<file path="src/rtl/clkctl_pkg.sv">
package clkctl_pkg;

  localparam int unsigned NUM_REGS     = 10;
  localparam logic [7:0]  DEV_ADDR     = 8'hD2;
  localparam int unsigned SIG_IDX      = 6;
  localparam logic [7:0]  SIG_VALUE    = 8'h13;
  localparam int unsigned STATUS_IDX   = 0;
  localparam logic [7:0]  STATUS_WMASK = 8'hF9;  // strap bits 2:1 are not stored

  typedef enum logic [2:0] {
    ST_IDLE,
    ST_RX,
    ST_RACK,
    ST_TX,
    ST_MACK
  } link_state_e;

  function automatic logic [7:0] reg_default(input int unsigned idx);
    case (idx)
      0:       return 8'h09;
      1:       return 8'h87;
      2:       return 8'hF7;
      3:       return 8'hDF;
      4:       return 8'h3F;
      5:       return 8'h40;
      default: return 8'h00;
    endcase
  endfunction

endpackage

</file>
<file path="src/rtl/smb_line_sync.sv">
module smb_line_sync #(
  parameter int unsigned STAGES = 2
) (
  input  logic clk_i,
  input  logic rst_ni,
  input  logic scl_i,
  input  logic sda_i,
  output logic scl_o,
  output logic sda_o,
  output logic scl_rise_o,
  output logic scl_fall_o,
  output logic start_o,
  output logic stop_o
);

  localparam int unsigned NLINES = 2;

  logic [NLINES-1:0] raw;
  logic [NLINES-1:0] line;
  logic [NLINES-1:0] prev_q;

  assign raw = {scl_i, sda_i};

  for (genvar g = 0; g < NLINES; g++) begin : g_line
    logic [STAGES-1:0] ff_q;
    always_ff @(posedge clk_i or negedge rst_ni) begin
      if (!rst_ni) ff_q <= '1;
      else         ff_q <= {ff_q[STAGES-2:0], raw[g]};
    end
    assign line[g] = ff_q[STAGES-1];
  end

  always_ff @(posedge clk_i or negedge rst_ni) begin
    if (!rst_ni) prev_q <= '1;
    else         prev_q <= line;
  end

  assign scl_o      = line[1];
  assign sda_o      = line[0];
  assign scl_rise_o = line[1] & ~prev_q[1];
  assign scl_fall_o = ~line[1] & prev_q[1];
  // SDA edges qualified by SCL high on both samples
  assign start_o    = line[1] & prev_q[1] & prev_q[0] & ~line[0];
  assign stop_o     = line[1] & prev_q[1] & ~prev_q[0] & line[0];

endmodule

</file>
<file path="src/rtl/smb_link_ctrl.sv">
module smb_link_ctrl
  import clkctl_pkg::*;
#(
  parameter logic [7:0]  ADDR  = 8'hD2,
  parameter int unsigned NREGS = 10
) (
  input  logic       clk_i,
  input  logic       rst_ni,
  input  logic       scl_i,
  input  logic       sda_i,
  input  logic       scl_rise_i,
  input  logic       scl_fall_i,
  input  logic       start_i,
  input  logic       stop_i,
  output logic       sda_oe_o,
  output logic       wr_en_o,
  output logic [7:0] wr_idx_o,
  output logic [7:0] wr_data_o,
  output logic [7:0] rd_idx_o,
  input  logic [7:0] rd_data_i
);

  localparam logic [7:0] COUNT_BYTE = 8'(NREGS);
  localparam logic [7:0] FIRST_DATA = 8'd3;  // addr, cmd, count precede data

  link_state_e st_q;
  logic [3:0]  bit_cnt_q;
  logic [2:0]  tx_cnt_q;
  logic [7:0]  rx_sh_q, tx_sh_q, byte_no_q, rd_seq_q, wr_idx_q;
  logic        rd_mode_q, acked_q, sda_oe_q, wr_en_q;
  logic [7:0]  tx_byte;
  logic        addr_hit, byte_done;

  assign tx_byte   = (rd_seq_q == 8'd0) ? COUNT_BYTE : rd_data_i;
  assign rd_idx_o  = rd_seq_q - 8'd1;
  assign addr_hit  = (rx_sh_q[7:1] == ADDR[7:1]);
  assign byte_done = (st_q == ST_RX) && scl_fall_i && (bit_cnt_q == 4'd8);

  always_ff @(posedge clk_i or negedge rst_ni) begin
    if (!rst_ni) begin
      st_q      <= ST_IDLE;
      bit_cnt_q <= '0;
      tx_cnt_q  <= '0;
      rx_sh_q   <= '0;
      tx_sh_q   <= '0;
      byte_no_q <= '0;
      rd_seq_q  <= '0;
      wr_idx_q  <= '0;
      rd_mode_q <= 1'b0;
      acked_q   <= 1'b0;
      sda_oe_q  <= 1'b0;
      wr_en_q   <= 1'b0;
    end else begin
      wr_en_q <= 1'b0;
      if (start_i) begin
        st_q      <= ST_RX;
        bit_cnt_q <= '0;
        byte_no_q <= '0;
        rd_seq_q  <= '0;
        acked_q   <= 1'b0;
        sda_oe_q  <= 1'b0;
      end else if (stop_i) begin
        st_q     <= ST_IDLE;
        sda_oe_q <= 1'b0;
      end else begin
        case (st_q)
          ST_RX: begin
            if (scl_rise_i && bit_cnt_q != 4'd8) begin
              rx_sh_q   <= {rx_sh_q[6:0], sda_i};
              bit_cnt_q <= bit_cnt_q + 4'd1;
            end else if (byte_done) begin
              if (byte_no_q == 8'd0 && !addr_hit) begin
                st_q <= ST_IDLE;
              end else begin
                st_q     <= ST_RACK;
                sda_oe_q <= 1'b1;
                if (byte_no_q != 8'hFF) byte_no_q <= byte_no_q + 8'd1;
                if (byte_no_q == 8'd0) rd_mode_q <= rx_sh_q[0];
                if (byte_no_q >= FIRST_DATA) begin
                  wr_en_q  <= 1'b1;
                  wr_idx_q <= byte_no_q - FIRST_DATA;
                end
              end
            end
          end
          ST_RACK: begin
            if (scl_fall_i) begin
              if (rd_mode_q) begin
                st_q     <= ST_TX;
                tx_sh_q  <= tx_byte;
                tx_cnt_q <= '0;
                sda_oe_q <= ~tx_byte[7];
              end else begin
                st_q      <= ST_RX;
                bit_cnt_q <= '0;
                sda_oe_q  <= 1'b0;
              end
            end
          end
          ST_TX: begin
            if (scl_fall_i) begin
              if (tx_cnt_q == 3'd7) begin
                st_q     <= ST_MACK;
                sda_oe_q <= 1'b0;
                acked_q  <= 1'b0;
              end else begin
                tx_sh_q  <= {tx_sh_q[6:0], 1'b0};
                sda_oe_q <= ~tx_sh_q[6];
                tx_cnt_q <= tx_cnt_q + 3'd1;
              end
            end
          end
          ST_MACK: begin
            if (scl_rise_i) begin
              if (sda_i) begin
                st_q <= ST_IDLE;
              end else begin
                acked_q <= 1'b1;
                if (rd_seq_q != 8'hFF) rd_seq_q <= rd_seq_q + 8'd1;
              end
            end else if (scl_fall_i && acked_q) begin
              st_q     <= ST_TX;
              tx_sh_q  <= tx_byte;
              tx_cnt_q <= '0;
              sda_oe_q <= ~tx_byte[7];
            end
          end
          default: st_q <= ST_IDLE;
        endcase
      end
    end
  end

  assign sda_oe_o  = sda_oe_q;
  assign wr_en_o   = wr_en_q;
  assign wr_idx_o  = wr_idx_q;
  assign wr_data_o = rx_sh_q;

  a_r1_foreign_nack: assert property (@(posedge clk_i) disable iff (!rst_ni)
    (byte_done && !start_i && !stop_i && byte_no_q == 8'd0 &&
     rx_sh_q != ADDR && rx_sh_q != (ADDR | 8'h01))
    |=> (st_q == ST_IDLE && !sda_oe_q));

  a_r10_start_rearms: assert property (@(posedge clk_i) disable iff (!rst_ni)
    start_i |=> (st_q == ST_RX && bit_cnt_q == 4'd0 && byte_no_q == 8'd0));

  a_r10_sda_moves_scl_low: assert property (@(posedge clk_i) disable iff (!rst_ni)
    $changed(sda_oe_q) |-> !scl_i);

  a_r8_nack_releases: assert property (@(posedge clk_i) disable iff (!rst_ni)
    (st_q == ST_MACK && scl_rise_i && sda_i && !start_i && !stop_i)
    |=> (st_q == ST_IDLE && !sda_oe_q));

endmodule

</file>
<file path="src/rtl/clkctl_regfile.sv">
module clkctl_regfile
  import clkctl_pkg::*;
#(
  parameter int unsigned NREGS  = 10,
  parameter int unsigned SIGIDX = 6,
  parameter logic [7:0]  SIGVAL = 8'h13
) (
  input  logic             clk_i,
  input  logic             rst_ni,
  input  logic             wr_en_i,
  input  logic [7:0]       wr_idx_i,
  input  logic [7:0]       wr_data_i,
  input  logic [7:0]       rd_idx_i,
  output logic [7:0]       rd_data_o,
  input  logic [1:0]       strap_i,
  input  logic             pci_stop_ni,
  output logic [NREGS*8-1:0] ctrl_o
);

  localparam logic [7:0] NREGS_B = 8'(NREGS);
  localparam logic [7:0] SIG_B   = 8'(SIGIDX);
  localparam logic [7:0] STAT_B  = 8'(STATUS_IDX);

  logic [7:0] regs_q [NREGS];

  for (genvar r = 0; r < NREGS; r++) begin : g_reg
    localparam logic [7:0] IDX = 8'(r);
    if (r == SIGIDX) begin : g_const
      assign regs_q[r] = SIGVAL;
    end else begin : g_store
      localparam logic [7:0] WMASK = (r == STATUS_IDX) ? STATUS_WMASK : 8'hFF;
      logic [7:0] q;
      always_ff @(posedge clk_i or negedge rst_ni) begin
        if (!rst_ni)                         q <= reg_default(r);
        else if (wr_en_i && wr_idx_i == IDX) q <= wr_data_i & WMASK;
      end
      assign regs_q[r] = q;

      a_r3_write_lands: assert property (@(posedge clk_i) disable iff (!rst_ni)
        (wr_en_i && wr_idx_i == IDX) |=> (q == ($past(wr_data_i) & WMASK)));
    end
    assign ctrl_o[r*8 +: 8] = regs_q[r];
  end

  always_comb begin
    rd_data_o = 8'h00;
    for (int k = 0; k < NREGS; k++) begin
      if (rd_idx_i == 8'(k)) rd_data_o = regs_q[k];
    end
    if (rd_idx_i == STAT_B) begin
      rd_data_o[3]   = regs_q[STATUS_IDX][3] & pci_stop_ni;
      rd_data_o[2:1] = strap_i;
    end
  end

  a_r7_signature_read: assert property (@(posedge clk_i) disable iff (!rst_ni)
    (rd_idx_i == SIG_B) |-> (rd_data_o == SIGVAL));

  a_r9_beyond_zero: assert property (@(posedge clk_i) disable iff (!rst_ni)
    (rd_idx_i >= NREGS_B) |-> (rd_data_o == 8'h00));

  a_r6_stop_pin_gates: assert property (@(posedge clk_i) disable iff (!rst_ni)
    (rd_idx_i == STAT_B && !pci_stop_ni) |-> !rd_data_o[3]);

  a_r7_write_ignored: assert property (@(posedge clk_i) disable iff (!rst_ni)
    (wr_en_i && wr_idx_i == SIG_B) |=> (ctrl_o[SIGIDX*8 +: 8] == SIGVAL));

endmodule

</file>
<file path="src/rtl/clkctl_smb_slave.sv">
module clkctl_smb_slave
  import clkctl_pkg::*;
#(
  parameter int unsigned NREGS       = clkctl_pkg::NUM_REGS,
  parameter logic [7:0]  ADDR        = clkctl_pkg::DEV_ADDR,
  parameter int unsigned SYNC_STAGES = 2
) (
  input  logic               clk_i,
  input  logic               rst_ni,
  input  logic               scl_i,
  input  logic               sda_i,
  output logic               sda_oe_o,
  input  logic [1:0]         strap_i,
  input  logic               pci_stop_ni,
  output logic [NREGS*8-1:0] ctrl_o
);

  logic scl_s, sda_s, scl_rise, scl_fall, start_ev, stop_ev;
  logic       wr_en;
  logic [7:0] wr_idx, wr_data, rd_idx, rd_data;

  smb_line_sync #(.STAGES(SYNC_STAGES)) i_sync (
    .clk_i      (clk_i),
    .rst_ni     (rst_ni),
    .scl_i      (scl_i),
    .sda_i      (sda_i),
    .scl_o      (scl_s),
    .sda_o      (sda_s),
    .scl_rise_o (scl_rise),
    .scl_fall_o (scl_fall),
    .start_o    (start_ev),
    .stop_o     (stop_ev)
  );

  smb_link_ctrl #(.ADDR(ADDR), .NREGS(NREGS)) i_link (
    .clk_i      (clk_i),
    .rst_ni     (rst_ni),
    .scl_i      (scl_s),
    .sda_i      (sda_s),
    .scl_rise_i (scl_rise),
    .scl_fall_i (scl_fall),
    .start_i    (start_ev),
    .stop_i     (stop_ev),
    .sda_oe_o   (sda_oe_o),
    .wr_en_o    (wr_en),
    .wr_idx_o   (wr_idx),
    .wr_data_o  (wr_data),
    .rd_idx_o   (rd_idx),
    .rd_data_i  (rd_data)
  );

  clkctl_regfile #(.NREGS(NREGS), .SIGIDX(SIG_IDX), .SIGVAL(SIG_VALUE)) i_regs (
    .clk_i       (clk_i),
    .rst_ni      (rst_ni),
    .wr_en_i     (wr_en),
    .wr_idx_i    (wr_idx),
    .wr_data_i   (wr_data),
    .rd_idx_i    (rd_idx),
    .rd_data_o   (rd_data),
    .strap_i     (strap_i),
    .pci_stop_ni (pci_stop_ni),
    .ctrl_o      (ctrl_o)
  );

endmodule

</file>
<file path="config.mk">
export PLATFORM = sky130hd
export DESIGN_NAME = clkctl_smb_slave
export DESIGN_NICKNAME = d
export VERILOG_FILES = /design/src/rtl/clkctl_pkg.sv /design/src/rtl/smb_line_sync.sv /design/src/rtl/smb_link_ctrl.sv /design/src/rtl/clkctl_regfile.sv /design/src/rtl/clkctl_smb_slave.sv
export SDC_FILE = /design/constraint.sdc
export NUM_CORES = 1
export LEC_CHECK = 0
export CORE_MARGIN = 2
export CORE_UTILIZATION = 35
export CTS_BUF_LIST = sky130_fd_sc_hd__clkbuf_8
export DETAILED_ROUTE_END_ITERATION = 10
export GPL_TIMING_DRIVEN = 0
export PLACE_DENSITY = 0.63
export REMOVE_ABC_BUFFERS = 1
export SLEW_MARGIN = 20
export SYNTH_ARGS = -nofsm -noshare
export SYNTH_HDL_FRONTEND = slang
export SYNTH_SLANG_ARGS = --single-unit
export TNS_END_PERCENT = 50
</file>
<file path="constraint.sdc">
create_clock -name clk_i -period 2.4 [get_ports clk_i]
set_input_delay 0.36 -clock clk_i [delete_from_list [all_inputs] [get_ports clk_i]]
set_output_delay 0.36 -clock clk_i [all_outputs]
set_load 0.02 [all_outputs]
</file>
# After elaboration in Yosys (flattened, before gate mapping)
# Cells that the tools add are included.
[op_classes]
addsub = 6
order_cmp = 1
n_eq_ne = 54
n_mux = 84
bitwise_logic = 18
reduce_logical = 39
[ops]
columns = ["op", "count"]
rows = [
  ["8-bit 2-to-1 mux", 24],
  ["8-bit by 3-bit == test with 1-bit output, second input constant", 7],
  ["3-bit 2-to-1 mux", 17],
  ["7-bit 2-to-1 mux", 6],
  ["8-bit by 2-bit == test with 1-bit output, second input constant", 4],
  ["8-bit by 4-bit == test with 1-bit output, second input constant", 4],
  ["8-bit logical NOT", 4],
  ["1-bit 2-to-1 mux", 24],
  ["7-bit case mux with 3 select lines", 1],
  ["7-bit AND reduction", 3],
  ["4-bit 2-to-1 mux", 5],
  ["4-bit by 1-bit != test with 1-bit output, second input constant", 5],
  ["8-bit by 1-bit adder with 8-bit output, second input constant", 2],
  ["8-bit by 1-bit == test with 1-bit output, second input constant", 2],
  ["2-bit by 1-bit != test with 1-bit output, second input constant", 8],
  ["8-bit != test, second input constant", 2],
  ["1-bit logical AND", 14],
  ["3-bit by 1-bit != test with 1-bit output, second input constant", 4],
  ["3-bit case mux with 4 select lines", 1],
  ["6-bit AND reduction", 2],
  ["2-bit nonzero test", 6],
  ["1-bit NOT", 10],
  ["5-bit AND reduction", 2],
  ["3-bit by 2-bit != test with 1-bit output, second input constant", 3],
  ["27 further kinds", 42],
]
[totals]
register_bits = 129
inputBits = 7
output_inout_bits = 81
wordCells = 226

# Depth between registers and ports, before layout
# Gate-level depths: netlist of the first run.
[logic_depth]
word_depth = 20
depth_mapped = 10
depth_no_buf = 8

# Cells and area by module
# From an unflattened synthesis of the first run, not the netlist that was laid out.
[hier_totals]
cells_unflattened = 617
area_unflattened_um2 = 6904.1
[by_module_without_submodules]
columns = ["module", "instances", "cells_per_inst", "area_each_um2", "seq_area_each_um2"]
rows = [
  ["clkctl_regfile", 1, 286, 3616.0, 1785.5],
  ["smb_link_ctrl", 1, 321, 3098.0, 1326.3],
  ["smb_line_sync", 1, 10, 190.2, 157.7],
]

# Worst setup path before layout of the first run
# No wires, ideal clock.
[synth_timing]
path_type = "reg2reg"
startpoint = "reg i_link.rd_seq_q[0]"
endpoint = "reg i_link.tx_sh_q[4]"
setup_time_ns = 0.120
arrival_time_ns = 2.200
required_ns = 2.280
setup_slack_ns = 0.081
path_stages_with_launch = 9
n_path_buf = 0
synth_period_minus_slack_ns = 2.319
path_cell_list = "dfrtp_1 -> inv_1 -> ha_1 -> or2_2 -> o21bai_1 -> a221oi_4 -> nand2_1 -> o21a_1 -> a31o_1"
[synth_between]
elab_chain_cells = 16
elab_cells_between_ends = 28
cone_classes = "add/sub (1); eq/ne (9); mux (16); reduce/logical (2)"
[synth_lines]
columns = ["element", "line_no", "source"]
rows = [
  ["from (decl)", "smb_link_ctrl.sv:29", "logic [7:0] rx_sh_q, tx_sh_q, byte_no_q, rd_seq_q, wr_idx_q;"],
  ["from (signal assigned)", "smb_link_ctrl.sv:119", "if (rd_seq_q != 8'hFF) rd_seq_q <= rd_seq_q + 8'd1;"],
  ["8-bit by 1-bit subtractor with 8-bit output", "smb_link_ctrl.sv:35", "assign rd_idx_o = rd_seq_q - 8'd1;"],
  ["8-bit logical NOT", "clkctl_regfile.sv:48", "if (rd_idx_i == 8'(k)) rd_data_o = regs_q[k];"],
  ["8-bit 2-to-1 mux (10 in a row)", "clkctl_regfile.sv:48", ""],
  ["8-bit 2-to-1 mux *", "smb_link_ctrl.sv:34", "assign tx_byte = (rd_seq_q == 8'd0) ? COUNT_BYTE : rd_data_i;"],
  ["7-bit 2-to-1 mux (on tied branches)", "smb_link_ctrl.sv:121, smb_link_ctrl.sv:88", ""],
  ["7-bit 2-to-1 mux (on tied branches)", "smb_link_ctrl.sv:114, smb_link_ctrl.sv:87", ""],
  ["7-bit case mux with 3 select lines *", "smb_link_ctrl.sv:66", "case (st_q)"],
  ["to (signal assigned)", "smb_link_ctrl.sv:90", "tx_sh_q <= tx_byte;"],
  ["to (signal assigned)", "smb_link_ctrl.sv:107", "tx_sh_q <= {tx_sh_q[6:0], 1'b0};"],
  ["to (signal assigned)", "smb_link_ctrl.sv:123", "tx_sh_q <= tx_byte;"],
  ["to (decl)", "smb_link_ctrl.sv:29", ""],
]
# Mark *: on every way between the ends. The rest lies on a longest branch, timed or not. The select of a mux whose other input is x is not followed.
# A chain may end at the register's enable or synchronous reset.

# Worst setup path after layout of the first run
[layout_timing]
startpoint = "reg i_link.rd_seq_q[0]"
endpoint = "reg i_link.sda_oe_q (netlist: i_link.sda_oe_o)"
[layout_between]
elab_chain_cells = 19
elab_cells_between_ends = 31
cone_classes = "add/sub (1); eq/ne (9); mux (18); bitwise (1); reduce/logical (2)"
[layout_lines]
columns = ["element", "line_no", "source"]
rows = [
  ["8-bit by 1-bit subtractor with 8-bit output", "smb_link_ctrl.sv:35", ""],
  ["8-bit logical NOT", "clkctl_regfile.sv:48", ""],
  ["8-bit 2-to-1 mux (10 in a row)", "clkctl_regfile.sv:48", ""],
  ["8-bit 2-to-1 mux *", "smb_link_ctrl.sv:34", ""],
  ["1-bit NOT *", "smb_link_ctrl.sv:92, smb_link_ctrl.sv:125", ""],
  ["1-bit 2-to-1 mux (on tied branches)", "smb_link_ctrl.sv:121, smb_link_ctrl.sv:88", ""],
  ["1-bit 2-to-1 mux (on tied branches)", "smb_link_ctrl.sv:114, smb_link_ctrl.sv:87", ""],
  ["1-bit case mux with 4 select lines *", "smb_link_ctrl.sv:66", ""],
  ["1-bit 2-to-1 mux *", "smb_link_ctrl.sv:62", "end else if (stop_i) begin"],
  ["1-bit 2-to-1 mux *", "smb_link_ctrl.sv:55", "if (start_i) begin"],
  ["to (signal assigned)", "smb_link_ctrl.sv:92", "sda_oe_q <= ~tx_byte[7];"],
  ["to (signal assigned)", "smb_link_ctrl.sv:108", "sda_oe_q <= ~tx_sh_q[6];"],
  ["to (signal assigned)", "smb_link_ctrl.sv:125", "sda_oe_q <= ~tx_byte[7];"],
  ["to (decl)", "smb_link_ctrl.sv:30", "logic rd_mode_q, acked_q, sda_oe_q, wr_en_q;"],
]
# Marked as above.

==> results by group, run 1 <==
Floorplanning
  • Die Y: 146 µm
  • Boundary pin count: 88
  • Die Area: 21,400 µm²
  • # rows: 52
  • Initial core utilization: 35.3%
  • Chip width: 146 µm
  • Core area: 20,000 µm²

Final layout
  • Nets: 829
  • Multi-input combinational cell area: 3880 µm²
  • Most common cell after layout, fill and taps aside: nand2_1
  • Fillcell total: 1,881
  • FF+latch area: 3280 µm²
  • Area grow syn2layout: 31.6%
  • Share of layout cells above drive strength 1: 33.2%
  • N_diodes: 0
  • Most frequent cells in the layout: nand2_1 (98), dfrtp_1 (87), clkdlybuf4s50_1 (76)
  • Finished Cell Area: 9320 µm²

Setup path
  • Arrival time at the worst endpoint: 2.89 ns
  • Critical R2R Launch: i_link.rd_seq_q[0]$_DFFE_PN0P_
  • CP Class: register to register
  • Worst setup path start: i_link.rd_seq_q[0]$_DFFE_PN0P_
  • Worst-path maximum fanout: 4
  • WP data required: 2.71 ns
  • CP Launch Type: register
  • Critical Path Sink Type: register

Placement
  • IO buf count: 77
  • GPL Wtd Cong: 0.910
  • Post-DP Area: 8000 µm²
  • Dpl ws: -1.31 ns
  • Post-detail-place hpwl: 13.7 mm

Synthesis
  • Synth Register Bits: 129
  • Distinct cells, synth: 79
  • Synth Flop Type: dfrtp_1
  • Post-synth ARST share: 100%
  • Sequential area share after synthesis: 46.2%
  • Syn_area_per_cell: 10.0 µm²
  • Yosys warns: 0
  • Synth Cell Area: 7080 µm²
  • Cells after Synth: 705
  • Post-synth EDFFs: 0

Power
  • VDD IR max: 0.000329 V
  • Pleak: 0.00391 µW
  • Pwr dens: 491 nW/µm²
  • Tot Pwr: 4570 µW

Global routing
  • Initial antenna violation count: 0
  • First-pass GRT wire length: 32.8 mm
  • M3 GR Usage: 5.00%
  • Met2 usage in global routing: 30.4%
  • Congestion Overflow GR: 0
  • Largest net degree at the start of global routing: 78
  • Busiest grt layer: met2
  • Gr usage total: 19.7%
  • Met1 Usage GRT: 27.1%
  • Vias in the first global route: 5,746

Worst hold path
  • Hold_sp: sda_i
  • Hold crit path type: input port to register

Timing
  • Hold Vio Cnt, Final: 0
  • Hold slack final: 0.318 ns
  • Period utilisation layout: 107%
  • Final Skew: 0.0152 ns
  • Setup violations, final: 8
  • Final min period: 2.58 ns
  • Final WS setup: -0.179 ns
  • RSZ-0062 raised after global routing: yes
  • Fmax: 388 MHz
  • Total negative slack: -0.932 ns
  • Pins Over Slew Limit: 0
  • Least-Margin Pin Slew: 0.733 ns
  • Slew HR: 50.9%

Run status
  • Failing checks: setup timing
  • Run status: finished with violations

CTS
  • CTS Buf Count: 17
  • Worst-skew pair later-pin latency: 0.45 ns
  • CTS max path bufs: 2
  • Reg clk slew, reported paths: 0.08 ns
  • CTS H-Tree Depth: 4
  • TritonCTS clock tree: built
  • CTS Root Cell: clkbuf_8
  • Num Clock Sinks: 129

Detailed routing
  • Wirelength per Cell: 19.5 µm
  • Via count: 5,960
  • 1st-pass router iterations: 5
  • Routed Antenna Nets: 0
  • # DRC: 0
  • DRT iter0 DRCs: 587
  • Total wire length: 21.4 mm
  • Vias per inst: 5.45

Run
  • Max cap viols: 0
==> logic make-up (layout without fill, tap and decap cells) <==
family	Yosys count	in the layout	share of synthesized area (%)
flip-flops	129	129	46.2
XOR/XNOR	18	18	2.23
AO/OA/AOI/OAI	150	151	14.9
adder cells (fa/ha/maj)	12	12	2.12
other	2	10	0.106
multiplexers	76	76	12.1
AND/OR/NAND/NOR	247	247	17.8
buffers and inverters	71	180	4.63
==> metal layers <==
metal | routed length, µm | share of wire, %
met4 | 657 | 3.1
met2 | 10000 | 47
met1 | 9460 | 44
met5 | 0 | 0
met3 | 1240 | 5.8
==> path summary, 6_finish.rpt <==
kind,endpoint,slack (ns),depth (start not counted)
setup / recovery,i_link.sda_oe_o$_DFFE_PN0P_,-0.18,10
hold / removal,i_sync.g_line[0].ff_q[0]$_DFF_PN1_,0.32,1
setup reg to reg,i_link.sda_oe_o$_DFFE_PN0P_,-0.18,10
hold reg to reg,i_sync.g_line[1].ff_q[1]$_DFF_PN1_,0.35,0
max in group asynchronous,i_sync.g_line[1].ff_q[0]$_DFF_PN1_,1.24,3
min in group asynchronous,i_regs.g_reg[0].g_store.q[5]$_DFFE_PN0P_,0.41,2
==> layout make-up <==
type	instances	share of cell area, %
clock buffer	17	2.51
clock inverter	15	2.58
inverter	17	0.833
multi-input combinational	514	41.6
sequential	129	35.2
tap	270	3.63
timing repair buffer	131	13.6
==> power breakdown <==
part / total [µW] / internal [µW] / leakage (µW) / switching, µW
sequential: 2230 / 2190 / 0.00166 / 37.7
clock: 2220 / 1340 / 0.000237 / 885
combinational: 117 / 32.7 / 0.00202 / 84.0
total: 4570 / 3560 / 0.00391 / 1010
==> through the flow <==
stage               util, %  cells
global route           46.5   1093
finish                 46.5   1093
detailed placement     39.9   1007
floorplan                 -    659
CTS                    45.1   1080
global placement       39.7   1006
==> registers in the layout, indices dropped and copies added, names as in the netlist, 4 cells and up <==
signal,cells
i_link.rd_seq_q,8
i_link.wr_data_o,8
i_regs.g.g_store.q,70
i_link.wr_idx_o,8
i_link.byte_no_q,8
i_link.tx_sh_q,7
i_sync.g_line.ff_q,4
i_link.bit_cnt_q,4
==> worst max-delay path: stages (launching register included) <==
cell and delay (ns):
dfrtp_2 0.44, clkinvlp_4 0.13, ha_4 0.17, buf_4 0.12
nand2b_1 0.08, o32a_4 0.42, a211oi_4 0.27, buf_4 0.20
a32oi_2 0.08, o211ai_1 0.39, a31oi_1 0.14
==> synthesized netlist by cell type, types with 7 or more instances <==
cell / number / area [µm²]
nand2_1: 100 / 375
dfrtp_1: 96 / 2400
mux2_2: 73 / 822
o21ai_0: 39 / 195
nor2_1: 35 / 131
dfstp_2: 33 / 867
clkbuf_1: 30 / 113
a21oi_1: 25 / 125
nand3_1: 22 / 110
inv_1: 17 / 63.8
ha_1: 12 / 150
nor2b_1: 12 / 75.1
xnor2_1: 12 / 105
buf_4: 11 / 82.6
nor4_1: 11 / 68.8
buf_2: 10 / 50.1
nand2b_1: 10 / 62.6
nand3b_1: 9 / 67.6
nor3b_1: 8 / 60.1
a31oi_1: 7 / 43.8
==> repair_timing <==
action / in CTS / in global routing
gates cloned: 1 / 0
endpoints found under the setup margin: 51 / 44
buffers inserted: 39 / 13
hold buffers: 1 / 0
resized for setup: 59 / 35
pin swaps: 14 / 12
endpoints found under the hold margin: 32 / 0
(Power assumes the default switching activity.)
==> run 2, diff against run 1 <==
--- a/config.mk
+++ b/config.mk
@@ -12,7 +12,7 @@
 export GPL_TIMING_DRIVEN = 0
 export PLACE_DENSITY = 0.63
 export REMOVE_ABC_BUFFERS = 1
-export SLEW_MARGIN = 20
+export SLEW_MARGIN = 0
 export SYNTH_ARGS = -nofsm -noshare
 export SYNTH_HDL_FRONTEND = slang
 export SYNTH_SLANG_ARGS = --single-unit
==> results by group, run 2 (synthesis results as in run 1) <==
Setup path
  • Crit path cell chain: clkinvlp_4, ha_4, nor3b_4, mux2i_4, buf_12, a211oi_4, buf_6, buf_6, and2_1, o211ai_1, a31oi_1 (was clkinvlp_4, ha_4, buf_4, nand2b_1, o32a_4, a211oi_4, buf_4, a32oi_2, o211ai_1, a31oi_1)
  • Critical Path Max Stage Delay: 0.43 ns (was 0.44 ns)
  • WP data required: 2.72 ns (was 2.71 ns)
  • CP max stage cell: dfrtp_2 (unchanged)
  • Worst-path maximum fanout: 7 (was 4)
  • Arrival time at the worst endpoint: 2.82 ns (was 2.89 ns)
  • Critical Path Sink Type: register (unchanged)
  • CP Class: register to register (unchanged)
  • CP Launch Type: register (unchanged)
  • CP dominant cell by count: buf_6 (was buf_4)

Final layout
  • Nets: 822 (was 829)
  • Fillcell total: 1,930 (was 1,881)
  • Area grow syn2layout: 30.8% (was 31.6%)
  • Non-Filler Instances: 1,086 (was 1,093)
  • N_diodes: 0 (unchanged)
  • Max reg flops: 70 (unchanged)
  • Top reg by flops: i_regs.g.g_store.q (unchanged)
  • Most common cell after layout, fill and taps aside: nand2_1 (unchanged)
  • Share of layout cells above drive strength 1: 31.9% (was 33.2%)
  • Most frequent cells in the layout: nand2_1 (99), dfrtp_1 (87), clkdlybuf4s50_1 (76) (was nand2_1 (98), dfrtp_1 (87), clkdlybuf4s50_1 (76))

Timing
  • Period utilisation layout: 104% (was 107%)
  • Pins Over Slew Limit: 0 (unchanged)
  • Hold Vio Cnt, Final: 0 (unchanged)
  • Setup violations, final: 7 (was 8)
  • Final Skew: 0.0141 ns (was 0.0152 ns)
  • Total negative slack: -0.274 ns (was -0.932 ns)
  • Final WS setup: -0.0971 ns (was -0.179 ns)
  • Least-Margin Pin Slew: 0.754 ns (was 0.733 ns)
  • Slew HR: 49.5% (was 50.9%)
  • Final min period: 2.50 ns (was 2.58 ns)
  • RSZ-0062 raised after global routing: yes (unchanged)
  • Fmax: 400 MHz (was 388 MHz)

Global routing
  • Congestion Overflow GR: 0 (unchanged)
  • Vias in the first global route: 5,656 (was 5,746)
  • First-pass GRT wire length: 32.2 mm (was 32.8 mm)
  • Initial antenna violation count: 0 (unchanged)
  • Largest net degree at the start of global routing: 78 (unchanged)
  • Gr usage total: 19.5% (was 19.7%)

CTS
  • CTS H-Tree Depth: 4 (unchanged)
  • TritonCTS clock tree: built (unchanged)
  • Reg clk slew, reported paths: 0.07 ns (was 0.08 ns)
  • Num Clock Sinks: 129 (unchanged)
  • CTS max path bufs: 2 (unchanged)
  • Worst-skew pair later-pin latency: 0.45 ns (about the same)
  • CTS Buf Count: 17 (unchanged)
  • CTS Root Cell: clkbuf_8 (unchanged)

Detailed routing
  • DRT iter0 DRCs: 433 (was 587)
  • Routed Antenna Nets: 0 (unchanged)
  • Vias per inst: 5.42 (was 5.45)
  • Via count: 5,888 (was 5,960)
  • Total wire length: 20.8 mm (was 21.4 mm)
  • Wirelength per Cell: 19.1 µm (was 19.5 µm)
  • # DRC: 0 (unchanged)
  • 1st-pass router iterations: 5 (unchanged)

Run
  • Max cap viols: 0 (unchanged)

Power
  • Pleak: 0.00385 µW (was 0.00391 µW)
  • Net Sw Power: 995 µW (was 1010 µW)
  • Pint: 3630 µW (was 3560 µW)
  • VDD IR max: 0.000313 V (was 0.000329 V)
  • Clock network fraction of total power: 49.2% (was 48.6%)
  • Sw frac: 21.5% (was 22.0%)
  • Tot Pwr: 4620 µW (was 4570 µW)
  • Pwr dens: 499 nW/µm² (was 491 nW/µm²)
  • Gate power share: 2.5% (was 2.6%)
  • Part of the power in registers: 48.3% (was 48.8%)

Floorplanning
  • Core area: 20,000 µm² (unchanged)
  • Die Area: 21,400 µm² (unchanged)
  • Initial core utilization: 35.3% (unchanged)
  • Boundary pin count: 88 (unchanged)
  • Die Y: 146 µm (unchanged)
  • Chip width: 146 µm (unchanged)
  • # rows: 52 (unchanged)

Placement
  • Dpl ws: -1.34 ns (was -1.31 ns)
  • IO buf count: 77 (unchanged)
  • GPL Wtd Cong: 0.910 (unchanged)
  • Dpl cells: 1,007 (unchanged)
  • Post-detail-place hpwl: 13.6 mm (was 13.7 mm)

Run status
  • Failing checks: setup timing (unchanged)
  • Run status: finished with violations (unchanged)

Worst hold path
  • Hold crit path type: input port to register (unchanged)
## run 2: layout make-up
cell class | instances | area [µm²] | area share, %
Tap cell | 270 | 338 | 3.65
Clock buffer | 19 | 262 | 2.82
Sequential cell | 129 | 3280 | 35.4
Timing Repair Buffer | 124 | 1210 | 13.1
Multi-Input combinational cell | 514 | 3860 | 41.7
Inverter | 17 | 78.8 | 0.851
Clock inverter | 13 | 231 | 2.50
## run 2: worst max-delay path: cells and delay by family (launching register included)
family	cells	cell delay, ns
flip-flops	1	0.43
buffers and inverters	4	0.56
AND/OR/NAND/NOR	2	0.40
AO/OA/AOI/OAI	3	0.51
adder cells (fa/ha/maj)	1	0.16
multiplexers	1	0.30
## run 2: worst paths after layout
kind	startpoint	to	slack [ns]	cells past startpoint
max	i_link.rd_seq_q[1]$_DFFE_PN0P_	i_link.sda_oe_o$_DFFE_PN0P_	-0.1	11
min	sda_i	i_sync.g_line[0].ff_q[0]$_DFF_PN1_	0.32	1
max reg2reg	i_link.rd_seq_q[1]$_DFFE_PN0P_	i_link.sda_oe_o$_DFFE_PN0P_	-0.1	11
min reg2reg	i_sync.g_line[1].ff_q[0]$_DFF_PN1_	i_sync.g_line[1].ff_q[1]$_DFF_PN1_	0.36	0
max in group asynchronous	rst_ni	i_sync.prev_q[0]$_DFF_PN1_	1.20	3
min in group asynchronous	rst_ni	i_regs.g_reg[0].g_store.q[5]$_DFFE_PN0P_	0.43	2
## run 2: per-layer routing
metal | vias up | global-route usage (%) | part of all wire (%)
met5 | - | 0 | 0
met4 | 0 | 6.55 | 2.5
met3 | 33 | 4.13 | 4.7
met2 | 182 | 30.4 | 47
met1 | 2940 | 27.1 | 46
li1 | 2733 | - | -
## run 2: power by group through the flow
stage,sequential [µW],clock (µW),combinational (µW)
2_1_floorplan,2250,0,44.6
3_5_place_dp,2270,0,114
3_3_place_gp,2270,0,107
4_1_cts,2230,2320,116
5_1_grt,2240,2420,131
6_report,2230,2270,116
## run 2: metrics by stage
| step | hold WS, ns | cell area (µm²) | util, % |
|---|---|---|---|
| 3_5_place_dp | 0.347 | 7990 | 39.8 |
| 5_1_grt | 0.283 | 9260 | 46.2 |
| 3_3_place_gp | 0.346 | 7960 | 39.7 |
| 4_1_cts | 0.289 | 9050 | 45.1 |
| 6_report | 0.321 | 9260 | 46.2 |
| 2_1_floorplan | 0.0644 | 6850 | - |
## run 2: repair_timing
action,in CTS,in global routing
buffers inserted,37,9
setup endpoints to repair,51,38
gates resized for setup,58,34
pin swaps,16,15
endpoints found under the hold margin,32,0
cloned,1,0
hold buffers,1,0
==> run 3, diff against run 2 <==
--- a/config.mk
+++ b/config.mk
@@ -9,7 +9,6 @@
 export CORE_UTILIZATION = 35
 export CTS_BUF_LIST = sky130_fd_sc_hd__clkbuf_8
 export DETAILED_ROUTE_END_ITERATION = 10
-export GPL_TIMING_DRIVEN = 0
 export PLACE_DENSITY = 0.63
 export REMOVE_ABC_BUFFERS = 1
 export SLEW_MARGIN = 0
==> results by group, run 3 (synthesis results as in run 1) <==
CTS
  • CTS H-Tree Depth: 4 (unchanged)
  • Worst-skew pair later-pin latency: 0.46 ns (was 0.45 ns)
  • CTS Buf Count: 17 (unchanged)
  • Num Clock Sinks: 129 (unchanged)
  • Reg clk slew, reported paths: 0.08 ns (was 0.07 ns)
  • CTS Root Cell: clkbuf_8 (unchanged)
  • TritonCTS clock tree: built (unchanged)
  • CTS max path bufs: 2 (unchanged)

Timing
  • Least-Margin Pin Slew: 0.618 ns (was 0.754 ns)
  • Final min period: 2.38 ns (was 2.50 ns)
  • Slew HR: 58.8% (was 49.5%)
  • RSZ-0062 raised after global routing: yes (unchanged)
  • Pins Over Slew Limit: 0 (unchanged)
  • Period utilisation layout: 99.1% (was 104%)
  • Fmax: 421 MHz (was 400 MHz)
  • Hold slack final: 0.308 ns (was 0.321 ns)
  • Setup violations, final: 0 (was 7)
  • Final Skew: 0.0144 ns (was 0.0141 ns)
  • Hold Vio Cnt, Final: 0 (unchanged)

Detailed routing
  • Met2 WL: 9.63 mm (was 9.76 mm)
  • Via count: 5,908 (was 5,888)
  • Routed Antenna Nets: 0 (unchanged)
  • DRT iter0 DRCs: 370 (was 433)
  • Met1 WL: 9.30 mm (was 9.51 mm)
  • Uppermost layer routed: met4 (unchanged)
  • 1st-pass router iterations: 5 (unchanged)
  • Total wire length: 20.7 mm (was 20.8 mm)
  • # DRC: 0 (unchanged)
  • Wirelength per Cell: 18.6 µm (was 19.1 µm)
  • Vias per inst: 5.32 (was 5.42)
  • Wire length on met3: 1.31 mm (was 984 µm)

Setup path
  • CP Class: register to register (unchanged)
  • Reg2reg setup slack: 0.02 ns (was -0.1 ns)
  • Critical Path Sink Type: register (unchanged)
  • WP data required: 2.72 ns (about the same)
  • Worst path top cell family by delay: compound AO/OA/AOI/OAI gates (was buffers and inverters)
  • Critical Path Max Stage Delay: 0.54 ns (was 0.43 ns)
  • Worst-path maximum fanout: 10 (was 7)
  • CP max stage cell: dfrtp_1 (was dfrtp_2)
  • Bufs and invs on worst path: 1 (was 4)
  • Arrival time at the worst endpoint: 2.70 ns (was 2.82 ns)
  • Crit path cell chain: nor3_2, nand3_2, a211oi_4, buf_6, a32oi_2, o211ai_1, a31oi_1 (was clkinvlp_4, ha_4, nor3b_4, mux2i_4, buf_12, a211oi_4, buf_6, buf_6, and2_1, o211ai_1, a31oi_1)
  • CP Launch Type: register (unchanged)

Run status
  • Run status: finished clean (was finished with violations)

Final layout
  • Top reg by flops: i_regs.g.g_store.q (unchanged)
  • Nets: 847 (was 822)
  • Share of layout cells above drive strength 1: 29.0% (was 31.9%)
  • Most frequent cells in the layout: nand2_1 (100), dfrtp_1 (96), clkdlybuf4s50_1 (76) (was nand2_1 (99), dfrtp_1 (87), clkdlybuf4s50_1 (76))
  • Area grow syn2layout: 27.2% (was 30.8%)
  • Max reg flops: 70 (unchanged)
  • Most common cell after layout, fill and taps aside: nand2_1 (unchanged)
  • N_diodes: 0 (unchanged)
  • Non-Filler Instances: 1,111 (was 1,086)

Worst hold path
  • Hold crit path type: input port to register (unchanged)

Floorplanning
  • Die Y: 146 µm (unchanged)
  • Core area: 20,000 µm² (unchanged)
  • Boundary pin count: 88 (unchanged)
  • Die Area: 21,400 µm² (unchanged)
  • # rows: 52 (unchanged)
  • Chip width: 146 µm (unchanged)
  • Initial core utilization: 35.3% (unchanged)

Run
  • Max cap viols: 0 (unchanged)

Power
  • Part of the power in registers: 54.1% (was 48.3%)
  • Pleak: 0.00390 µW (was 0.00385 µW)
  • Net Sw Power: 1060 µW (was 995 µW)
  • Pwr dens: 457 nW/µm² (was 499 nW/µm²)
  • VDD IR max: 0.000329 V (was 0.000313 V)
  • Gate power share: 3.2% (was 2.5%)
  • Sw frac: 25.8% (was 21.5%)
  • Clock network fraction of total power: 42.7% (was 49.2%)
  • Pint: 3050 µW (was 3630 µW)

Placement
  • Dpl cells: 1,072 (was 1,007)
  • IO buf count: 77 (unchanged)
  • GPL Wtd Cong: 0.880 (was 0.910)
  • Post-detail-place hpwl: 15.3 mm (was 13.6 mm)

Global routing
  • Gr usage total: 19.7% (was 19.5%)
  • Initial antenna violation count: 0 (unchanged)
  • First-pass GRT wire length: 32.5 mm (was 32.2 mm)
  • Congestion Overflow GR: 0 (unchanged)
  • Largest net degree at the start of global routing: 49 (was 78)
  • Vias in the first global route: 5,787 (was 5,656)
-- run 3: worst register-to-register path, delay by kind of cell, from the launching register on --
family / cells / cell delay [ns]
buf+inv: 1 / 0.17
simple gates: 2 / 0.59
compound gates: 4 / 0.95
flops: 1 / 0.54
-- run 3: cell type report --
cell class              count  area, µm²
fillers                  1964      11000
multi-input cells         513       3600
clock inverters            15        135
clock buffers              17        234
repair buffers            150       1370
inverters                  17       63.8
flip-flops and latches    129       3270
well taps                 270        338
-- run 3: worst paths after layout --
| path | from | to | cells past startpoint |
|---|---|---|---|
| worst max register to register | i_link.rd_seq_q[3]$_DFFE_PN0P_ | i_link.sda_oe_o$_DFFE_PN0P_ | 7 |
| worst min register to register | i_sync.g_line[1].ff_q[0]$_DFF_PN1_ | i_sync.g_line[1].ff_q[1]$_DFF_PN1_ | 0 |
| max in group asynchronous | rst_ni | i_sync.prev_q[0]$_DFF_PN1_ | 3 |
| worst max-delay path | i_link.rd_seq_q[3]$_DFFE_PN0P_ | i_link.sda_oe_o$_DFFE_PN0P_ | 7 |
| worst min-delay path | sda_i | i_sync.g_line[0].ff_q[0]$_DFF_PN1_ | 1 |
| min in group asynchronous | rst_ni | i_regs.g_reg[1].g_store.q[4]$_DFFE_PN0P_ | 2 |
-- run 3: repair_timing --
action	CTS	global route
resized for setup	9	15
buffers inserted	5	0
cloned	1	0
hold endpoints to repair	31	0
pin swaps	5	4
endpoints found under the setup margin	1	11
hold buffers	1	0
-- run 3: metrics by stage --
stage | instance area, µm² | setup WS (ns) | setup TNS (ns) | util, % | power [µW]
final | 9010 | 0.0227 | 0 | 45.0 | 4120
after detailed placement | 8490 | -0.146 | -0.146 | 42.4 | 2400
after global routing | 9010 | -0.0594 | -0.125 | 45.0 | 4280
after CTS | 8950 | 0.000179 | 0 | 44.6 | 4160
after global placement | 8490 | -0.128 | -0.128 | 42.4 | 2400
after floorplan | 6850 | -0.334 | -1.96 | - | 2300
-- run 3: power groups by stage --
| stage | combinational [µW] | clock, µW | sequential, µW |
|---|---|---|---|
| 2_1_floorplan | 44.6 | 0 | 2250 |
| 4_1_cts | 136 | 1800 | 2220 |
| 5_1_grt | 149 | 1900 | 2230 |
| 6_report | 132 | 1760 | 2230 |
| 3_5_place_dp | 134 | 0 | 2260 |
| 3_3_place_gp | 133 | 0 | 2260 |
-- run 3: routing by layer --
metal,GRT usage [%],vias to the layer above
met5,0,-
met4,6.07,0
met3,5.00,30
met2,30.8,229
met1,27.0,2883
li1,-,2766
